[src/rtl/lk_pkg.sv]
// Shared types of the locked access controller.
// Assumes: one operation in flight at a time.
package lk_pkg;
    typedef enum logic [2:0] {
        ST_IDLE,
        ST_DECIDE,
        ST_SNOOP,
        ST_BUSLOCK,
        ST_READ,
        ST_MODIFY,
        ST_WRITE,
        ST_RELEASE
    } lk_state_e;

    typedef enum logic [1:0] {
        OP_ADD  = 2'b00,
        OP_XCHG = 2'b01,
        OP_CMPX = 2'b10,
        OP_KEEP = 2'b11
    } lk_op_e;
endpackage

[src/rtl/lk_span_check.sv]
// Decides whether an access runs past the end of its cache line.
// Assumes: LINE_BYTES is a power of two, at least 8; size code s means 2**s bytes.
module lk_span_check #(
    parameter int ADDR_W     = 32,
    parameter int LINE_BYTES = 64
) (
    input  logic [ADDR_W-1:0] addr,
    input  logic [1:0]        size,
    output logic              crosses
);
    localparam int OFF_W = $clog2(LINE_BYTES);

    logic [OFF_W:0] end_pos;

    // End position of the access within the line, one past the last byte.
    always_comb begin
        end_pos = {1'b0, addr[OFF_W-1:0]} + ((OFF_W+1)'(1) << size);
        crosses = end_pos > (OFF_W+1)'(LINE_BYTES);
    end
endmodule

[src/rtl/lk_rmw_alu.sv]
// Computes the value to write back for a locked read-modify-write.
// Assumes: right-aligned data; the result is masked to the access width,
// except where the original value is kept.
module lk_rmw_alu
    import lk_pkg::*;
#(
    parameter int DATA_W = 64
) (
    input  lk_op_e            op,
    input  logic [1:0]        size,
    input  logic [DATA_W-1:0] old_val,
    input  logic [DATA_W-1:0] operand,
    input  logic [DATA_W-1:0] compare,
    output logic [DATA_W-1:0] new_val
);
    localparam int NBYTES = DATA_W / 8;

    logic [DATA_W-1:0] mask;

    // Byte mask covering the access width.
    always_comb begin
        mask = '0;
        for (int b = 0; b < NBYTES; b++) begin
            if (b < (32'd1 << size)) mask[b*8 +: 8] = 8'hFF;
        end
    end

    // Result selection by operation.
    always_comb begin
        unique case (op)
            OP_ADD:  new_val = (old_val + operand) & mask;
            OP_XCHG: new_val = operand & mask;
            OP_CMPX: new_val = ((old_val & mask) == (compare & mask)) ? (operand & mask) : old_val;
            default: new_val = old_val;
        endcase
    end
endmodule

[src/rtl/lk_grant_ctrl.sv]
// Hands the bus to another master, holding its request back while a lock is held.
// Assumes: the requester keeps ext_req high until it has been served.
module lk_grant_ctrl (
    input  logic clk,
    input  logic rst_n,
    input  logic ext_req,
    input  logic lock_hold,
    output logic grant
);
    // Registered grant; a held-back request is served once the lock drops.
    always_ff @(posedge clk) begin
        if (!rst_n) grant <= 1'b0;
        else        grant <= ext_req && !lock_hold;
    end
endmodule

[src/rtl/lk_atomic_ctrl.sv]
// Locked read-modify-write sequencer.
// Takes one request, picks a cache lock or a bus lock, then runs
// snoop/lock, read, modify, write and release.
// Assumes: handshake partners raise their ack while the matching request is high.
module lk_atomic_ctrl
    import lk_pkg::*;
#(
    parameter int ADDR_W     = 32,
    parameter int DATA_W     = 64,
    parameter int LINE_BYTES = 64
) (
    input  logic              clk,
    input  logic              rst_n,
    input  logic              req_valid,
    output logic              req_ready,
    input  logic [ADDR_W-1:0] req_addr,
    input  logic [1:0]        req_size,
    input  logic              req_cacheable,
    input  logic [1:0]        req_op,
    input  logic [DATA_W-1:0] req_operand,
    input  logic [DATA_W-1:0] req_compare,
    input  logic              ext_bus_req,
    output logic              ext_bus_grant,
    output logic              bus_lock,
    output logic              snoop_req,
    input  logic              snoop_ack,
    output logic [ADDR_W-1:0] mem_addr,
    output logic              mem_rd_req,
    input  logic              mem_rd_ack,
    input  logic [DATA_W-1:0] mem_rd_data,
    output logic              mem_wr_req,
    output logic [DATA_W-1:0] mem_wr_data,
    input  logic              mem_wr_ack,
    output logic              done,
    output logic [DATA_W-1:0] done_data
);
    lk_state_e         state;
    logic [ADDR_W-1:0] addr_q;
    logic [1:0]        size_q;
    logic              cache_q;
    lk_op_e            op_q;
    logic [DATA_W-1:0] opnd_q;
    logic [DATA_W-1:0] cmp_q;
    logic              use_bus_q;
    logic [DATA_W-1:0] old_q;
    logic [DATA_W-1:0] new_q;
    logic              crosses;
    logic [DATA_W-1:0] alu_out;

    lk_span_check #(.ADDR_W(ADDR_W), .LINE_BYTES(LINE_BYTES)) u_span (
        .addr    (addr_q),
        .size    (size_q),
        .crosses (crosses)
    );

    lk_rmw_alu #(.DATA_W(DATA_W)) u_alu (
        .op      (op_q),
        .size    (size_q),
        .old_val (old_q),
        .operand (opnd_q),
        .compare (cmp_q),
        .new_val (alu_out)
    );

    lk_grant_ctrl u_grant (
        .clk       (clk),
        .rst_n     (rst_n),
        .ext_req   (ext_bus_req),
        .lock_hold (bus_lock),
        .grant     (ext_bus_grant)
    );

    // Handshake and lock outputs decoded from the current step.
    always_comb begin
        req_ready   = (state == ST_IDLE);
        snoop_req   = (state == ST_SNOOP);
        mem_rd_req  = (state == ST_READ);
        mem_wr_req  = (state == ST_WRITE);
        mem_addr    = addr_q;
        mem_wr_data = new_q;
        bus_lock    = use_bus_q && (state == ST_BUSLOCK || state == ST_READ ||
                                    state == ST_MODIFY  || state == ST_WRITE);
    end

    // Sequencer: one locked operation from capture to release.
    always_ff @(posedge clk) begin
        if (!rst_n) begin
            state     <= ST_IDLE;
            addr_q    <= '0;
            size_q    <= '0;
            cache_q   <= 1'b0;
            op_q      <= OP_ADD;
            opnd_q    <= '0;
            cmp_q     <= '0;
            use_bus_q <= 1'b0;
            old_q     <= '0;
            new_q     <= '0;
            done      <= 1'b0;
            done_data <= '0;
        end else begin
            done <= 1'b0;
            unique case (state)
                ST_IDLE: if (req_valid) begin
                    addr_q  <= req_addr;
                    size_q  <= req_size;
                    cache_q <= req_cacheable;
                    op_q    <= lk_op_e'(req_op);
                    opnd_q  <= req_operand;
                    cmp_q   <= req_compare;
                    state   <= ST_DECIDE;
                end
                ST_DECIDE: begin
                    use_bus_q <= !cache_q || crosses;
                    state     <= (!cache_q || crosses) ? ST_BUSLOCK : ST_SNOOP;
                end
                ST_SNOOP:   if (snoop_ack) state <= ST_READ;
                ST_BUSLOCK: if (!ext_bus_grant) state <= ST_READ;
                ST_READ: if (mem_rd_ack) begin
                    old_q <= mem_rd_data;
                    state <= ST_MODIFY;
                end
                ST_MODIFY: begin
                    new_q <= alu_out;
                    state <= ST_WRITE;
                end
                ST_WRITE: if (mem_wr_ack) begin
                    done      <= 1'b1;
                    done_data <= old_q;
                    state     <= ST_RELEASE;
                end
                default: begin
                    use_bus_q <= 1'b0;
                    state     <= ST_IDLE;
                end
            endcase
        end
    end


    snoop_no_lock_chk: assert property (@(posedge clk) disable iff (!rst_n)
        snoop_req |-> !bus_lock);


    lock_drop_at_done_chk: assert property (@(posedge clk) disable iff (!rst_n)
        $fell(bus_lock) |-> done);


    no_grant_in_lock_chk: assert property (@(posedge clk) disable iff (!rst_n)
        (bus_lock && $past(bus_lock)) |-> !ext_bus_grant);


    snoop_before_read_chk: assert property (@(posedge clk) disable iff (!rst_n)
        ($rose(mem_rd_req) && !bus_lock) |-> $past(snoop_req));


    write_after_read_chk: assert property (@(posedge clk) disable iff (!rst_n)
        $rose(mem_wr_req) |-> $past(!mem_rd_req) && !snoop_req);


    done_single_chk: assert property (@(posedge clk) disable iff (!rst_n)
        done |=> !done);
endmodule

[config.mk]
export PLATFORM = sky130hd
export DESIGN_NAME = lk_atomic_ctrl
export DESIGN_NICKNAME = d
export VERILOG_FILES = /design/src/rtl/lk_pkg.sv /design/src/rtl/lk_span_check.sv /design/src/rtl/lk_rmw_alu.sv /design/src/rtl/lk_grant_ctrl.sv /design/src/rtl/lk_atomic_ctrl.sv
export SDC_FILE = /design/constraint.sdc
export NUM_CORES = 1
export LEC_CHECK = 0
export BUFFER_PORTS_ARGS = -buffer_cell sky130_fd_sc_hd__buf_2
export CORE_UTILIZATION = 60
export CTS_CLUSTER_SIZE = 20
export DETAILED_ROUTE_END_ITERATION = 10
export PLACE_DENSITY = 0.86
export SYNTH_ARGS = -nofsm -noshare
export SYNTH_HDL_FRONTEND = slang
export SYNTH_SLANG_ARGS = --single-unit
[constraint.sdc]
create_clock -name clk -period 8.7 [get_ports clk]
set_clock_uncertainty 0.1 [all_clocks]
set_input_delay 0.435 -clock clk [delete_from_list [all_inputs] [get_ports clk]]
set_output_delay 0.435 -clock clk [all_outputs]
set_load 0.05 [all_outputs]
Word level (Yosys, flattened, before mapping). Index checks and enable logic that the tools add are counted.

Bits in registers: 363. Output and inout port bits: 167. Bits in writable memories: 0. Bits in latches: 0. Input bits: 236. Bits in read-only memories: 0. Memories: 0.

Magnitude comparators: 9. Add/sub/neg operators: 2. Bitwise operators: 4. Divide/modulo/power cells: 0. Shift-type cells: 2. Mux-type cells: 19. Multiply operators: 0. Equal/unequal tests: 14. Reductions and logical operators: 16.

Operators with widths (count): AND 64 bit (4); case mux 64 bit (3 select lines) (1); less-than comparator 3 x 32 -> 1 bit (first input constant) (4); adder 64 bit (1); == test 64 bit (1); less-than comparator 1 x 32 -> 1 bit (first input constant) (2); less-than comparator 2 x 32 -> 1 bit (first input constant) (2); two-way mux 64 bit (1); two-way mux 8 bit (8); left shift 1 x 2 -> 32 bit (first input constant) (1); case mux 3 bit (7 select lines) (1); two-way mux 3 bit (5); == test 3 bit (second input constant) (3); AND reduction 2 bit (4); adder 6 x 7 -> 7 bit (1); > comparator 7 bit (second input constant) (1); left shift 1 x 2 -> 7 bit (first input constant) (1); == test 3 x 2 -> 1 bit (second input constant) (2); inequality test 2 x 1 -> 1 bit (second input constant) (3); OR reduction 6 bit (1); AND reduction 5 bit (1); logical OR 1 bit (4); inequality test 2 bit (second input constant) (2); == test 3 x 1 -> 1 bit (second input constant) (1); 8 further kinds (11).

Depth between registers and ports, before layout. Gate-level depths: netlist of the first run.

Depth after elaboration: 7. Depth in mapped cells: 13. Depth with buffers taken out: 12.

Modules after synthesis. From an unflattened synthesis of the first run, not the netlist that was laid out.

Cells, all modules: 2722. Area total of the unflattened synthesis: 20549.7 µm².

Modules (own cells, without submodules): lk_atomic_ctrl (sequential area each 7247.0 µm², area an instance 13435.4 µm², cells an instance 1595, times used 1); lk_rmw_alu (sequential area each 0.0 µm², area an instance 6905.4 µm², cells an instance 1101, times used 1); lk_span_check (sequential area each 0.0 µm², area an instance 180.2 µm², cells an instance 24, times used 1); lk_grant_ctrl (sequential area each 20.0 µm², area an instance 28.8 µm², cells an instance 2, times used 1).

Worst setup path before layout of the first run. No wires, ideal clock.

Path type: register -> register. Start point: register old_q[9]. End point: register new_q[47] (netlist: mem_wr_data[47]). Arrival time: 2.786 ns. Setup slack: 5.753 ns. Cell stages (with the launch flop): 12. Data required time: 8.539 ns. Cells stage by stage: dfxtp_1 -> ha_1 -> a21o_1 -> a211o_1 -> a221o_1 -> a31oi_4 -> o21a_4 -> o21ai_2 -> a31o_1 -> or2_0 -> o41ai_1 -> o221a_1.

Longest elaborated chain between the ends: 4.

RTL lines: from (decl) (RTL line lk_atomic_ctrl.sv:45) `logic [DATA_W-1:0] old_q;`; from (signal assigned) (RTL line lk_atomic_ctrl.sv:119) `old_q <= mem_rd_data;`; parallel branches: the longest is 3 deep, another holds adder 64 bit; case mux 64 bit (3 select lines) * (RTL line lk_rmw_alu.sv:30) `unique case (op)`; to (signal assigned) (RTL line lk_atomic_ctrl.sv:123) `new_q <= alu_out;`; to (decl) (RTL line lk_atomic_ctrl.sv:46) `logic [DATA_W-1:0] new_q;`.

Every way passes the cells marked *. A chain may end at the register's enable or synchronous reset.

Final worst setup path of the first run.
Start point: register old_q[63]. End point: register new_q[56] (netlist: mem_wr_data[56]).

Longest elaborated chain between the ends: 4.

RTL lines: AND 64 bit (RTL line lk_rmw_alu.sv:33) `OP_CMPX: new_val = ((old_val & mask) == (compare & mask)) ? (operand & mask) : old_val;`; == test 64 bit (RTL line lk_rmw_alu.sv:33); two-way mux 64 bit (RTL line lk_rmw_alu.sv:33); case mux 64 bit (3 select lines) (RTL line lk_rmw_alu.sv:30).

No other way between the ends.

==> impl_metrics.toml, run 1 <==
[global_routing]
overflow = 0
grt.busiest_layer = "met2"
grt_max_degree = 150
grt_pass1_vias = 18845
gr-usage-met2_pct = 61.58
use_met1_pct = 46.79
grt_pass1_wl_um = 98200
use_met3_pct = 6.733
grt_antenna_before_repair = 0
grt_usage_pct = 36.96

[setup_path]
critPathCaptureType = "register"
path_cells = "xor2_1, nor4_1, nand4_1, o21ai_0, nand3_1, nand2_2, buf_4, nand2_1, o21ai_0, a21oi_1, or3_1"
worstSetupPathType = "register to register"
worst-path-max-fanout = 49
worst_path_most_repeated_cell = "o21ai_0"
cp_num_buf_inv = 1
required_ns = 9.01
critical_path.top_delay_family = "simple AND/OR/NAND/NOR gates"
slowest_delay_ns = 0.55
critPathArrivalTime_ns = 4.43
crit_slowest_cell = "dfxtp_1"
startpoint_type = "register"

[placed_design]
dpl_cell_area_um2 = 21320
portBuffers = 402
place_congestion = 0.9390
dp_hpwl_um = 43150
dp_slack_ns = 4.606

[floorplanning]
die_y_um = 181.2
start_util_pct = 61.07
fp.coreArea_um2 = 31560
pin_count = 403
chipWidth_um = 181.2
num_rows = 65
die-area_um2 = 32840

[cts]
cts_buffer_depth = 3
clkLatencyLatePin_ns = 0.54
root_buffer = "clkbuf_16"
cts_buffers = 40
tritoncts = "yes"
cts_resized = 0
cts_hold_buf = 0
postCtsSetupBuffers = 0
htree_levels = 2
cts.sinks = 363
path_clk_slew_ns = 0.06

[synth]
synth.avg_cell_area_um2 = 7.715
yosys-top-cells-area = "dfxtp_1 38%, nand2_1 14%, a21boi_0 12%"
synth-adder-area-share_pct = 4.441
yosys.area.top_type = "dfxtp_1"
ys_async_sr_fraction_pct = 0
synth_edf_count = 0
synth_fp_nets = 2801
ys.flop_type = "dfxtp_1"
synth-compound-area-share_pct = 27.12
synth_cells = 2498
synth_top_family_by_area = "compound AO/OA/AOI/OAI gates"
synth_seq_cells = 363
synth_xor_xnor_area_share_pct = 5.408
syn-cell-area_um2 = 19270
yosysMostFrequentCell = "nand2_1"
synth_cell_types = 70
synth.area.mux_share_pct = 0.9024
seq_area_frac_synth_pct = 37.71
synth_top_area_share_pct = 37.71
yosys.area_share.simple_pct = 20.08
synthTopCellsByCount = "696 x nand2_1, 363 x dfxtp_1, 296 x a21boi_0"
synth_warnings = 0

[outcome]
status = "finished, final reports clean"

[final_layout]
design_area_um2 = 22830
antenna_cells = 0
drive_above_1_share_pct = 18.26
regArea_um2 = 7267
final_nets = 3093
multiInputGateArea_um2 = 11200
fillers = 2494
utilization_pct = 72.34
area_delta_synth_final_pct = 18.44

[sta]
final-hold-violation-count = 0
min_period_over_period_pct = 47.37
maxSlewHeadroom_pct = 34.48
period_minus_slack_ns = 4.121
tightestPinTransition_ns = 0.9829
fmax_mhz = 242.7
layout_setup_ws_ns = 4.579
tns_ns = 0
rsz0062_at_grt = "false"
setup_violations = 0
slew_viol_final = 0

[route]
drt_iter0_drc = 1704
vias = 19298
drc_errors = 0
antenna_left = 0
drt-wirelength-per-cell_um = 19.32
via_per_inst = 5.988
drt_wl_total_um = 62270
drt-pass1-iter-count = 6

[power_and_ir_drop]
power_leakage_nw = 10.06
powerDensity_nw_per_um2 = 236.1
p_total_mw = 5.388
ir_drop_mv = 0.3097

[run]
max-cap-violations = 0

[min_path]
min_path_type = "input port to register"
## routing by layer
layer,part of all wire [%],vias to the layer above
met4,3.8,0
met3,7.9,170
met1,41,9073
met5,0,-
met2,47,896
li1,-,9159
## power by group
part           switching, mW  internal (mW)  leakage [nW]
Sequential             0.180           1.84          2.95
Combinational           1.01          0.427          6.37
Clock                  0.720           1.21         0.738
## sequential cells by signal (all words and copies together), names as in the netlist
register and count:
cmp_q 64, done_data 64, mem_wr_data 64, old_q 64, opnd_q 64, mem_addr 32
state 3, op_q 2, size_q 2, cache_q 1, done 1, u_grant.grant 1
use_bus_q 1
## path summary, 6_finish.rpt
check,start,endpoint,slack [ns],cells past startpoint
min reg2reg,done_data[33],done_data[33],0.36,2
max,old_q[63],mem_wr_data[56],4.58,11
min,ext_bus_req,u_grant.grant,0.02,3
max reg2reg,old_q[63],mem_wr_data[56],4.58,11
## cells in the final DEF (no fill, tap or decap), types with 42 or more instances in the layout
cell type  netlist  final
nand3_1         45     45
xor2_1          85     85
nor2_1          70     68
a21o_1          44     44
clkbuf_16        0     42
nand2_1        696    692
a21boi_0       296    296
buf_2            6    401
inv_1           50     50
o21ai_0        124    124
a21oi_1        144    144
ha_1            66     66
dfxtp_1        363    363
## final cells by class
class | count | area share [%]
Multi-Input combinational cell | 1914 | 49.06
Inverter | 50 | 0.8222
Sequential cell | 363 | 31.84
Clock inverter | 20 | 1.551
Tap cell | 402 | 2.204
Clock buffer | 53 | 5.049
Timing Repair Buffer | 421 | 9.478
## logic make-up after synthesis
| logic type | Yosys count |
|---|---|
| xor gates and xnor gates | 119 |
| and+or+nand+nor | 934 |
| DFF | 363 |
| AOI/OAI and AO/OA | 776 |
| adders and majority gates | 68 |
| muxes | 17 |
| buffers and inverters | 221 |
## worst min-delay path: cells and delay by family
family / cells / cell delay [ns]
AND/OR/NAND/NOR: 2 / 0.11
buffers and inverters: 1 / 0.07
## per-stage QoR
step	hold slack (ns)	cells
after CTS	0.003491	3223
after floorplan	0.3443	2498
after global routing	0.02425	3223
after global placement	0.3491	3150
final	0.01609	3223
after detailed placement	0.3555	3150
Power figures use the tool's default switching activity.
==> inputs of run 2 (changes only) <==
Settings changed: CORE_UTILIZATION 60 to 50, PLACE_DENSITY 0.86 to 0.77.
Clock period 8.7 ns to 3.7 ns, I/O delays scaled along.
==> impl_metrics.toml, run 2 (synthesis gave the netlist of run 1 again) <==
[cts]
cts_buffer_depth = 3
cts_buffers = 40
root_buffer = "clkbuf_16"
clkLatencyLatePin_ns = 0.57
cts.sinks = 363
path_clk_slew_ns = 0.06
postCtsSetupBuffers = 0
htree_levels = 2
tritoncts = "yes"

[setup_path]
required_ns = 4.04
slowest_delay_ns = 0.46
critPathArrivalTime_ns = 3.78
worst-path-max-fanout = 6
worstSetupPathType = "register to register"
startpoint_type = "register"
critPathCaptureType = "register"
path_cells = "ha_1, a21o_1, a211o_1, a221o_1, a31oi_4, o21a_4, o21ai_2, a31oi_1, mux2i_1, nor2b_1, o211ai_1"
crit_slowest_cell = "a31oi_1"

[power_and_ir_drop]
ir_drop_mv = 0.6010
powerDensity_nw_per_um2 = 487.9
p_total_mw = 12.44
power_leakage_nw = 11.19

[sta]
min_period_over_period_pct = 92.93
slew_viol_final = 0
final-hold-violation-count = 0
hold_slack_ns = 0.1306
rsz0062_at_grt = "false"
tns_ns = 0
setup_violations = 0
maxSlewHeadroom_pct = 41.56
tightestPinTransition_ns = 0.8767
period_minus_slack_ns = 3.438
fmax_mhz = 290.8

[global_routing]
grt_pass1_vias = 20416
grt_antenna_before_repair = 1
grt_usage_pct = 34.90
grt_pass1_wl_um = 108500
grt_max_degree = 102
overflow = 0

[final_layout]
area_delta_synth_final_pct = 32.31
drive_above_1_share_pct = 17.98
layout_common_cells = "692 x nand2_1, 401 x buf_2, 363 x dfxtp_1, 296 x a21boi_0, 232 x dlygate4sd3_1"
final_nets = 3373
layout_commonest_cell = "nand2_1"

[route]
drt-pass1-iter-count = 6
vias = 20644
drc_errors = 0
drt_iter0_drc = 1663
via_per_inst = 5.719
antenna_left = 0
drt_wl_total_um = 69730
drt-wirelength-per-cell_um = 19.32

[outcome]
status = "finished, final reports clean"

[placed_design]
place_congestion = 0.9095
dp_hpwl_um = 46210
portBuffers = 402

[floorplanning]
start_util_pct = 51.05
die_y_um = 198.3
fp.coreArea_um2 = 37760
chipWidth_um = 198.3
num_rows = 71
pin_count = 403
die-area_um2 = 39330

[run]
max-cap-violations = 0

[min_path]
min_path_type = "input port to register"
[run 2: final cells by class]
type	instances	area [µm²]
inverters	50	187.7
clock inverters	12	106.4
clock buffers	58	1170
flip-flops and latches	363	7267
repair buffers	701	4921
multi-input cells	1914	11200
fillers	3014	12260
diodes	1	2.502
well taps	511	639.4
[run 2: critical path: cells and delay by family (launching register included)]
family	cells	cell delay, ns
multiplexers	1	0.29
flip-flops	1	0.42
AO/OA/AOI/OAI	8	2.01
AND/OR/NAND/NOR	1	0.15
adder cells (fa/ha/maj)	1	0.33
[run 2: what timing repair did]
| item | CTS | global route |
|---|---|---|
| setup endpoints to repair | 0 | 2 |
| resized for setup | 0 | 1 |
| hold buffers | 232 | 0 |
| endpoints found under the hold margin | 233 | 0 |
[run 2: stage by stage]
stage	cells	utilization, %	setup WS, ns	area, µm²
finish	3610	67.54	0.2618	25500
global route	3609	67.53	0.05534	25500
CTS	3609	67.51	0.2089	25490
detailed placement	3307	57.98	0.2588	21890
global placement	3307	57.98	0.2906	21890
floorplan	2498	-	0.7534	19270
[run 2: report_power, final]
group / switching, mW / total (mW) / internal [mW] / leakage [nW]
combinational: 2.50 / 3.76 / 1.25 / 7.63
sequential: 0.395 / 4.73 / 4.34 / 2.95
clock: 1.68 / 3.95 / 2.27 / 0.617
[run 2: worst paths after layout]
kind	to	depth (start not counted)	slack [ns]	from
worst max-delay path	mem_wr_data[63]	11	0.26	old_q[9]
worst min-delay path	state[0]	6	0.13	req_valid
worst max register to register	mem_wr_data[63]	11	0.26	old_q[9]
worst min register to register	done_data[55]	2	0.36	done_data[55]
[run 2: routing by layer]
layer  GRT usage, %  vias up  share of wire [%]
li1               -     9729                  -
met1          43.36     9704                 42
met2          58.02      988                 46
met3          6.745      223                7.7
met4          16.31        0                4.3
met5              0        -                  0
